$ cat config.mk
export PLATFORM = sky130hd
export DESIGN_NAME = netstat_flags
export DESIGN_NICKNAME = d
export VERILOG_FILES = /design/src/rtl/netstat_pkg.sv /design/src/rtl/netstat_sync.sv /design/src/rtl/netstat_flag_cell.sv /design/src/rtl/netstat_idle_timer.sv /design/src/rtl/netstat_flags.sv
export SDC_FILE = /design/constraint.sdc
export NUM_CORES = 1
export LEC_CHECK = 0
export BUFFER_PORTS_ARGS = -buffer_cell sky130_fd_sc_hd__buf_2
export CAP_MARGIN = 20
export CORE_MARGIN = 10
export CORE_UTILIZATION = 44
export CTS_BUF_LIST = sky130_fd_sc_hd__clkbuf_8 sky130_fd_sc_hd__clkbuf_16
export DETAILED_ROUTE_END_ITERATION = 8
export HOLD_SLACK_MARGIN = 0.15
export PLACE_DENSITY_LB_ADDON = 0.05
export REMOVE_ABC_BUFFERS = 1
export SETUP_SLACK_MARGIN = 0.3
export SYNTH_ARGS = -nofsm -noshare
export SYNTH_HDL_FRONTEND = slang
export SYNTH_SLANG_ARGS = --single-unit
$ cat constraint.sdc
create_clock -name clk -period 0.8 [get_ports clk]
set_input_delay 0.16 -clock clk [delete_from_list [all_inputs] [get_ports clk]]
set_output_delay 0.16 -clock clk [all_outputs]
set_load 0.03 [all_outputs]
$ cat src/rtl/netstat_pkg.sv
package netstat_pkg;
  localparam int STAT_W    = 8;
  localparam int BIT_RXBLK = 7;
  localparam int BIT_RSTSN = 4;
  localparam int BIT_TEST  = 3;
  localparam int BIT_RECFG = 2;
  localparam int BIT_TXACK = 1;
  localparam int BIT_TXFRE = 0;
  localparam logic [STAT_W-1:0] IRQ_SRC = 8'h85;

  typedef struct packed {
    logic rxblk;
    logic rstsn;
    logic recfg;
    logic txack;
    logic txfre;
  } flags_t;
endpackage

$ cat src/rtl/netstat_sync.sv
module netstat_sync #(
  parameter int STAGES  = 2,
  parameter bit RST_VAL = 1'b0
) (
  input  logic clk,
  input  logic rst_n,
  input  logic d_i,
  output logic q_o
);
  logic [STAGES-1:0] chain;

  genvar g;
  generate
    for (g = 0; g < STAGES; g++) begin : g_stage
      logic stage_d;
      if (g == 0) begin : g_first
        assign stage_d = d_i;
      end else begin : g_rest
        assign stage_d = chain[g-1];
      end
      always_ff @(posedge clk or negedge rst_n) begin
        if (!rst_n) chain[g] <= RST_VAL;
        else        chain[g] <= stage_d;
      end
    end
  endgenerate

  assign q_o = chain[STAGES-1];
endmodule

$ cat src/rtl/netstat_flag_cell.sv
module netstat_flag_cell #(
  parameter bit RST_VAL = 1'b0
) (
  input  logic clk,
  input  logic rst_n,
  input  logic set_i,
  input  logic clr_i,
  output logic q_o
);
  logic q_en;
  logic q_d;

  // set has priority over clear
  always_comb begin
    q_en = set_i | clr_i;
    q_d  = set_i;
  end

  always_ff @(posedge clk or negedge rst_n) begin
    if (!rst_n)    q_o <= RST_VAL;
    else if (q_en) q_o <= q_d;
  end
endmodule

$ cat src/rtl/netstat_idle_timer.sv
module netstat_idle_timer #(
  parameter int LIMIT       = 4100,
  parameter int SYNC_STAGES = 2
) (
  input  logic clk,
  input  logic rst_n,
  input  logic line_i,
  output logic timeout_o
);
  localparam int CW = $clog2(LIMIT + 1);
  localparam logic [CW-1:0] CNT_MAX  = CW'(LIMIT);
  localparam logic [CW-1:0] CNT_FIRE = CW'(LIMIT - 1);

  logic          line_s;
  logic          line_q;
  logic          line_edge;
  logic [CW-1:0] cnt_q;
  logic [CW-1:0] cnt_d;
  logic          cnt_en;

  netstat_sync #(.STAGES(SYNC_STAGES), .RST_VAL(1'b0)) u_line_sync (
    .clk   (clk),
    .rst_n (rst_n),
    .d_i   (line_i),
    .q_o   (line_s)
  );

  always_ff @(posedge clk or negedge rst_n) begin
    if (!rst_n) line_q <= 1'b0;
    else        line_q <= line_s;
  end

  always_comb begin
    line_edge = line_s ^ line_q;
    cnt_en    = line_edge | (cnt_q != CNT_MAX);
    cnt_d     = line_edge ? '0 : cnt_q + 1'b1;
    timeout_o = !line_edge && (cnt_q == CNT_FIRE);
  end

  always_ff @(posedge clk or negedge rst_n) begin
    if (!rst_n)      cnt_q <= '0;
    else if (cnt_en) cnt_q <= cnt_d;
  end
endmodule

$ cat src/rtl/netstat_flags.sv
module netstat_flags
  import netstat_pkg::*;
#(
  parameter int IDLE_CYCLES = 4100,
  parameter int SYNC_STAGES = 2
) (
  input  logic        clk,
  input  logic        rst_n,
  input  logic        cmd_rx_enable,
  input  logic        cmd_tx_enable,
  input  logic        cmd_tx_disable,
  input  logic        cmd_clear_flags,
  input  logic        ev_pkt_stored,
  input  logic        ev_token,
  input  logic        ev_last_byte,
  input  logic        ev_ack,
  input  logic        tx_broadcast,
  input  logic        ev_soft_reset,
  input  logic        node_id_wr,
  input  logic [7:0]  node_id_data,
  input  logic        rx_line,
  input  logic [7:0]  irq_mask,
  output logic [7:0]  status,
  output logic        irq,
  output logic        nak_req
);
  logic   rst_sync_n;
  logic   idle_timeout;
  flags_t fset;
  flags_t fclr;
  flags_t fq;
  logic   tx_pend_q;
  logic   tx_pend_d;
  logic   tx_pend_en;

  netstat_sync #(.STAGES(2), .RST_VAL(1'b0)) u_rst_sync (
    .clk   (clk),
    .rst_n (rst_n),
    .d_i   (1'b1),
    .q_o   (rst_sync_n)
  );

  netstat_idle_timer #(.LIMIT(IDLE_CYCLES), .SYNC_STAGES(SYNC_STAGES)) u_idle (
    .clk       (clk),
    .rst_n     (rst_sync_n),
    .line_i    (rx_line),
    .timeout_o (idle_timeout)
  );

  // token-clear arming after a transmit enable
  always_comb begin
    tx_pend_en = cmd_tx_disable | cmd_tx_enable | ev_token;
    if (cmd_tx_disable)     tx_pend_d = 1'b0;
    else if (cmd_tx_enable) tx_pend_d = 1'b1;
    else                    tx_pend_d = 1'b0;
  end

  always_ff @(posedge clk or negedge rst_sync_n) begin
    if (!rst_sync_n)     tx_pend_q <= 1'b0;
    else if (tx_pend_en) tx_pend_q <= tx_pend_d;
  end

  always_comb begin
    fset.rxblk = ev_pkt_stored;
    fclr.rxblk = cmd_rx_enable;
    fset.rstsn = ev_soft_reset | (node_id_wr && (node_id_data == 8'h00));
    fclr.rstsn = cmd_clear_flags;
    fset.recfg = idle_timeout;
    fclr.recfg = cmd_clear_flags;
    fset.txack = ev_ack & ~tx_broadcast;
    fclr.txack = cmd_tx_enable;
    fset.txfre = ev_last_byte | cmd_tx_disable;
    fclr.txfre = ev_token & tx_pend_q;
  end

  netstat_flag_cell #(.RST_VAL(1'b1)) u_rxblk (
    .clk(clk), .rst_n(rst_sync_n), .set_i(fset.rxblk), .clr_i(fclr.rxblk), .q_o(fq.rxblk));
  netstat_flag_cell #(.RST_VAL(1'b1)) u_rstsn (
    .clk(clk), .rst_n(rst_sync_n), .set_i(fset.rstsn), .clr_i(fclr.rstsn), .q_o(fq.rstsn));
  netstat_flag_cell #(.RST_VAL(1'b0)) u_recfg (
    .clk(clk), .rst_n(rst_sync_n), .set_i(fset.recfg), .clr_i(fclr.recfg), .q_o(fq.recfg));
  netstat_flag_cell #(.RST_VAL(1'b0)) u_txack (
    .clk(clk), .rst_n(rst_sync_n), .set_i(fset.txack), .clr_i(fclr.txack), .q_o(fq.txack));
  netstat_flag_cell #(.RST_VAL(1'b1)) u_txfre (
    .clk(clk), .rst_n(rst_sync_n), .set_i(fset.txfre), .clr_i(fclr.txfre), .q_o(fq.txfre));

  always_comb begin
    status            = '0;
    status[BIT_RXBLK] = fq.rxblk;
    status[BIT_RSTSN] = fq.rstsn;
    status[BIT_TEST]  = 1'b0;
    status[BIT_RECFG] = fq.recfg;
    status[BIT_TXACK] = fq.txack;
    status[BIT_TXFRE] = fq.txfre;
    irq               = |(status & irq_mask & IRQ_SRC);
    nak_req           = fq.rxblk;
  end
endmodule

==> flow_summary_export.csv <==
group,metric,value,unit
grt,grt_max_degree,16,
floorplanning,num_io_pins,40,
clock_network,cts_buffers,3,
critical_path,crit_slowest_cell,"dfrtp_2",
placement,placed_cells,194,
finish,fin_area,1818,um^2
critical_path,slowest_delay,0.47,ns
route,vias,1085,
logic_synthesis,synth.area.top_cells,"dfrtp_1 44%, dfstp_2 6.7%, buf_4 5.7%, nand3_1 3.4%, a21oi_1 3.0%",
grt,grt_pass1_vias,1189,
floorplanning,die_w,71.84,um
grt,antenna_found_initial,0,
route,ant_nets,0,
critical_path,worstPathMaxFanout,4,
finish,syn_to_final_growth,53.76,%
logic_synthesis,synth_seq_cells,24,
logic_synthesis,syn_inst,117,
critical_path,cp_cell_sequence,"inv_2 > ha_4 > and2_4 > and4_4 > mux2i_1",
critical_path,endpoint_kind,"flop",
floorplanning,rows,18,
sta,post-route-period-util,1.749,
logic_synthesis,synth_ff_type,"dfrtp_1",
floorplanning,core_area,2522,um^2
run_status,status,"finished, violations left",
grt,gr-usage-all-layers,0.1249,
pwr,ir_drop,1.269,mV
route,drt_iter0_drc,36,
finish,multiInputGateArea,601.8,um^2
clock_network,cts_hold_repair.buffers,1,
clock_network,clockBufferDepth,2,
sta,max_freq,714.6,MHz
clock_network,clk_latency,0.27,ns
floorplanning,die_area,5161,um^2
placement,place_congestion,0.7479,
finish,post_layout_nonfiller_instances,208,
critical_path,crit_type,"flop to flop",
sta,clock_skew,0.001658,ns
pwr,power-per-cell-area,1502,nW/um^2
logic_synthesis,synthTopCellsByCount,"21 x dfrtp_1, 9 x buf_4, 8 x inv_1, 8 x nand2_1, 8 x nand3_1",
placement,io_buffer_count,31,
finish,antennaDiodeCount,0,
sta,final_max_slew_viol_count,0,
sta,whs,-0.006106,ns
sta,worst_slack,-0.5994,ns
critical_path,critPathLaunchType,"flop",
critical_path,cp.arrival,1.57,ns
clock_network,htree_levels,1,
route,routed_wl,3225,um
logic_synthesis,netlist.area_leader.share,0.4444,
run_status,failed_checks,"negative hold slack, negative setup slack",
logic_synthesis,synthDistinctLibCells,36,
finish,regArea,606.8,um^2
logic_synthesis,synth_edf_count,0,
finish,fillCellCount,186,
route,vias_per_cell,5.216,
pwr,p_total,2.730,mW
grt,grt_pass1_wl,5333,um
flow_run,max_cap_violations,0,
route,wl_per_cell,15.50,um
placement,hpwl,2261,um
clock_network,numClockSinks,24,
pwr,leakagePower,0.8224,nW
floorplanning,start_util,0.4688,
sta,rsz0062_at_grt,"true",
logic_synthesis,yosys.cell_count.top_type,"dfrtp_1",
finish,final_layout_size_suffix_gt1_frac,0.5393,
worst_hold_path,hold_depth,1,
logic_synthesis,syn_avg_cell_area,10.11,um^2
logic_synthesis,synthArstFlopShare,1.000,
logic_synthesis,ys_warn_count,0,
placement,postPlaceCellArea,1494,um^2
route,drtPass1Iterations,4,
logic_synthesis,ys_seq_area_frac,0.5111,
finish,nets,211,
clock_network,clk_pin_slew,0.08,ns
sta,hold_violations,1,
logic_synthesis,syn_area,1182,um^2
clock_network,cts_root_buf,"clkbuf_8",
floorplanning,die_height,71.84,um
sta,layout_min_cycle_time,1.399,ns
route,drc_errors,0,
critical_path,worstPathRequired,0.97,ns
worst_hold_path,hold_class,"input port to flop",
logic_synthesis,synth_largest_area_cell,"dfrtp_1",
grt,grt_overflow,0,
clock_network,cts_tree,"done",
sta,setup_viol,23,
critical_path,reg2regPathDepth,5,
==> flip-flops by register name, indices dropped and copies added, names as in the netlist <==
| signal | cells |
|---|---|
| u_txfre.q_o | 1 |
| u_rstsn.q_o | 1 |
| u_recfg.q_o | 1 |
| u_rxblk.q_o | 1 |
| u_rst_sync.q_o | 1 |
| u_rst_sync.g_stage.stage_d | 1 |
| u_idle.cnt_q | 13 |
| tx_pend_q | 1 |
| u_idle.line_q | 1 |
| u_idle.u_line_sync.q_o | 1 |
| u_txack.q_o | 1 |
| u_idle.u_line_sync.g_stage.stage_d | 1 |
==> layout by cell type (no fill, tap or decap), types with 2 or more instances in the layout <==
cell type  netlist  final
nor4_2           0      2
buf_4            9     28
xor2_1           2      2
o21ai_0          5      5
buf_6            0     13
nand4_1          2      2
a21oi_1          7      2
or3_1            3      3
nand2_1          8      8
inv_2            0      2
o311ai_2         0      2
mux2i_1          2      2
nor2_1           3      3
inv_1            8      6
a21oi_2          0      4
dfrtp_2          0      2
o41ai_1          4      3
conb_1           2      4
clkbuf_8         0      4
buf_2            1     24
nand3b_1         2      2
nand2b_1         3      3
dfstp_2          3      3
nand3_1          8      6
ha_4             0      2
dfrtp_1         21     19
==> critical path, delay by kind of cell (launching register included) <==
family / cells / cell delay (ns)
adder cells (fa/ha/maj): 1 / 0.13
buffers and inverters: 1 / 0.10
flip-flops: 1 / 0.47
multiplexers: 1 / 0.24
AND/OR/NAND/NOR: 2 / 0.37
==> cell families (layout without fill, tap and decap cells) <==
family                     after synthesis  count (layout)  synth area share
DFF                                     24              24            0.5111
AOI/OAI and AO/OA                       27              27            0.1556
adders and majority gates                2               2           0.02116
other                                    2               4          0.006352
xor gates and xnor gates                 3               3           0.02223
and+or+nand+nor                         38              38            0.1767
buffers and inverters                   19              78           0.08994
muxes                                    2               2           0.01693
==> where the power goes <==
| part | internal [mW] | leakage [nW] | switching [mW] | total [mW] |
|---|---|---|---|---|
| clock | 0.440 | 0.0288 | 0.385 | 0.824 |
| combinational | 0.281 | 0.488 | 0.280 | 0.561 |
| sequential | 1.28 | 0.305 | 0.0693 | 1.34 |
| total | 2.00 | 0.822 | 0.734 | 2.73 |
==> metal layers <==
layer / vias to the layer above / part of all wire / GRT usage
met3: 4 / 0.096 / 0.06061
met1: 508 / 0.39 / 0.1348
met4: 0 / 0.0081 / 0.03226
met5: - / 0 / 0
li1: 534 / - / -
met2: 39 / 0.50 / 0.2127
==> what timing repair did <==
action,CTS,global route
setup endpoints to repair,27,27
buffers inserted,4,5
endpoints found under the hold margin,8,6
resized for setup,34,18
pin swaps,5,8
==> layout make-up <==
cell class,instances,area share
clock buffer,4,0.03028
inverter,8,0.01652
multi-input combinational,76,0.3310
sequential,24,0.3338
tap,30,0.02065
timing repair buffer,66,0.2677
==> stage by stage <==
stage                 util  hold slack (ns)  setup slack (ns)  TNS, ns
floorplan                -          -0.1356           -0.6436   -7.589
global placement    0.5923         -0.05454           -0.5909   -7.692
detailed placement  0.5923         -0.05192           -0.6142   -8.440
CTS                 0.6731         -0.01056           -0.5541   -9.436
global route        0.7207         -0.01781           -0.6893   -10.81
finish              0.7207        -0.006106           -0.5994   -9.294
==> path summary, 6_finish.rpt <==
kind	startpoint	end	slack, ns
worst max-delay path	u_idle.cnt_q[0]	u_idle.cnt_q[0]	-0.60
worst min-delay path	rx_line	u_idle.u_line_sync.g_stage[1].stage_d	-0.006
worst max register to register	u_idle.cnt_q[0]	u_idle.cnt_q[0]	-0.60
worst min register to register	u_rst_sync.q_o	u_recfg.q_o	0.17
max in group asynchronous	u_rst_sync.q_o	u_idle.cnt_q[0]	0.39
min in group asynchronous	u_rst_sync.q_o	u_recfg.q_o	0.17
Note: power is estimated with default switching activity, not from simulation.
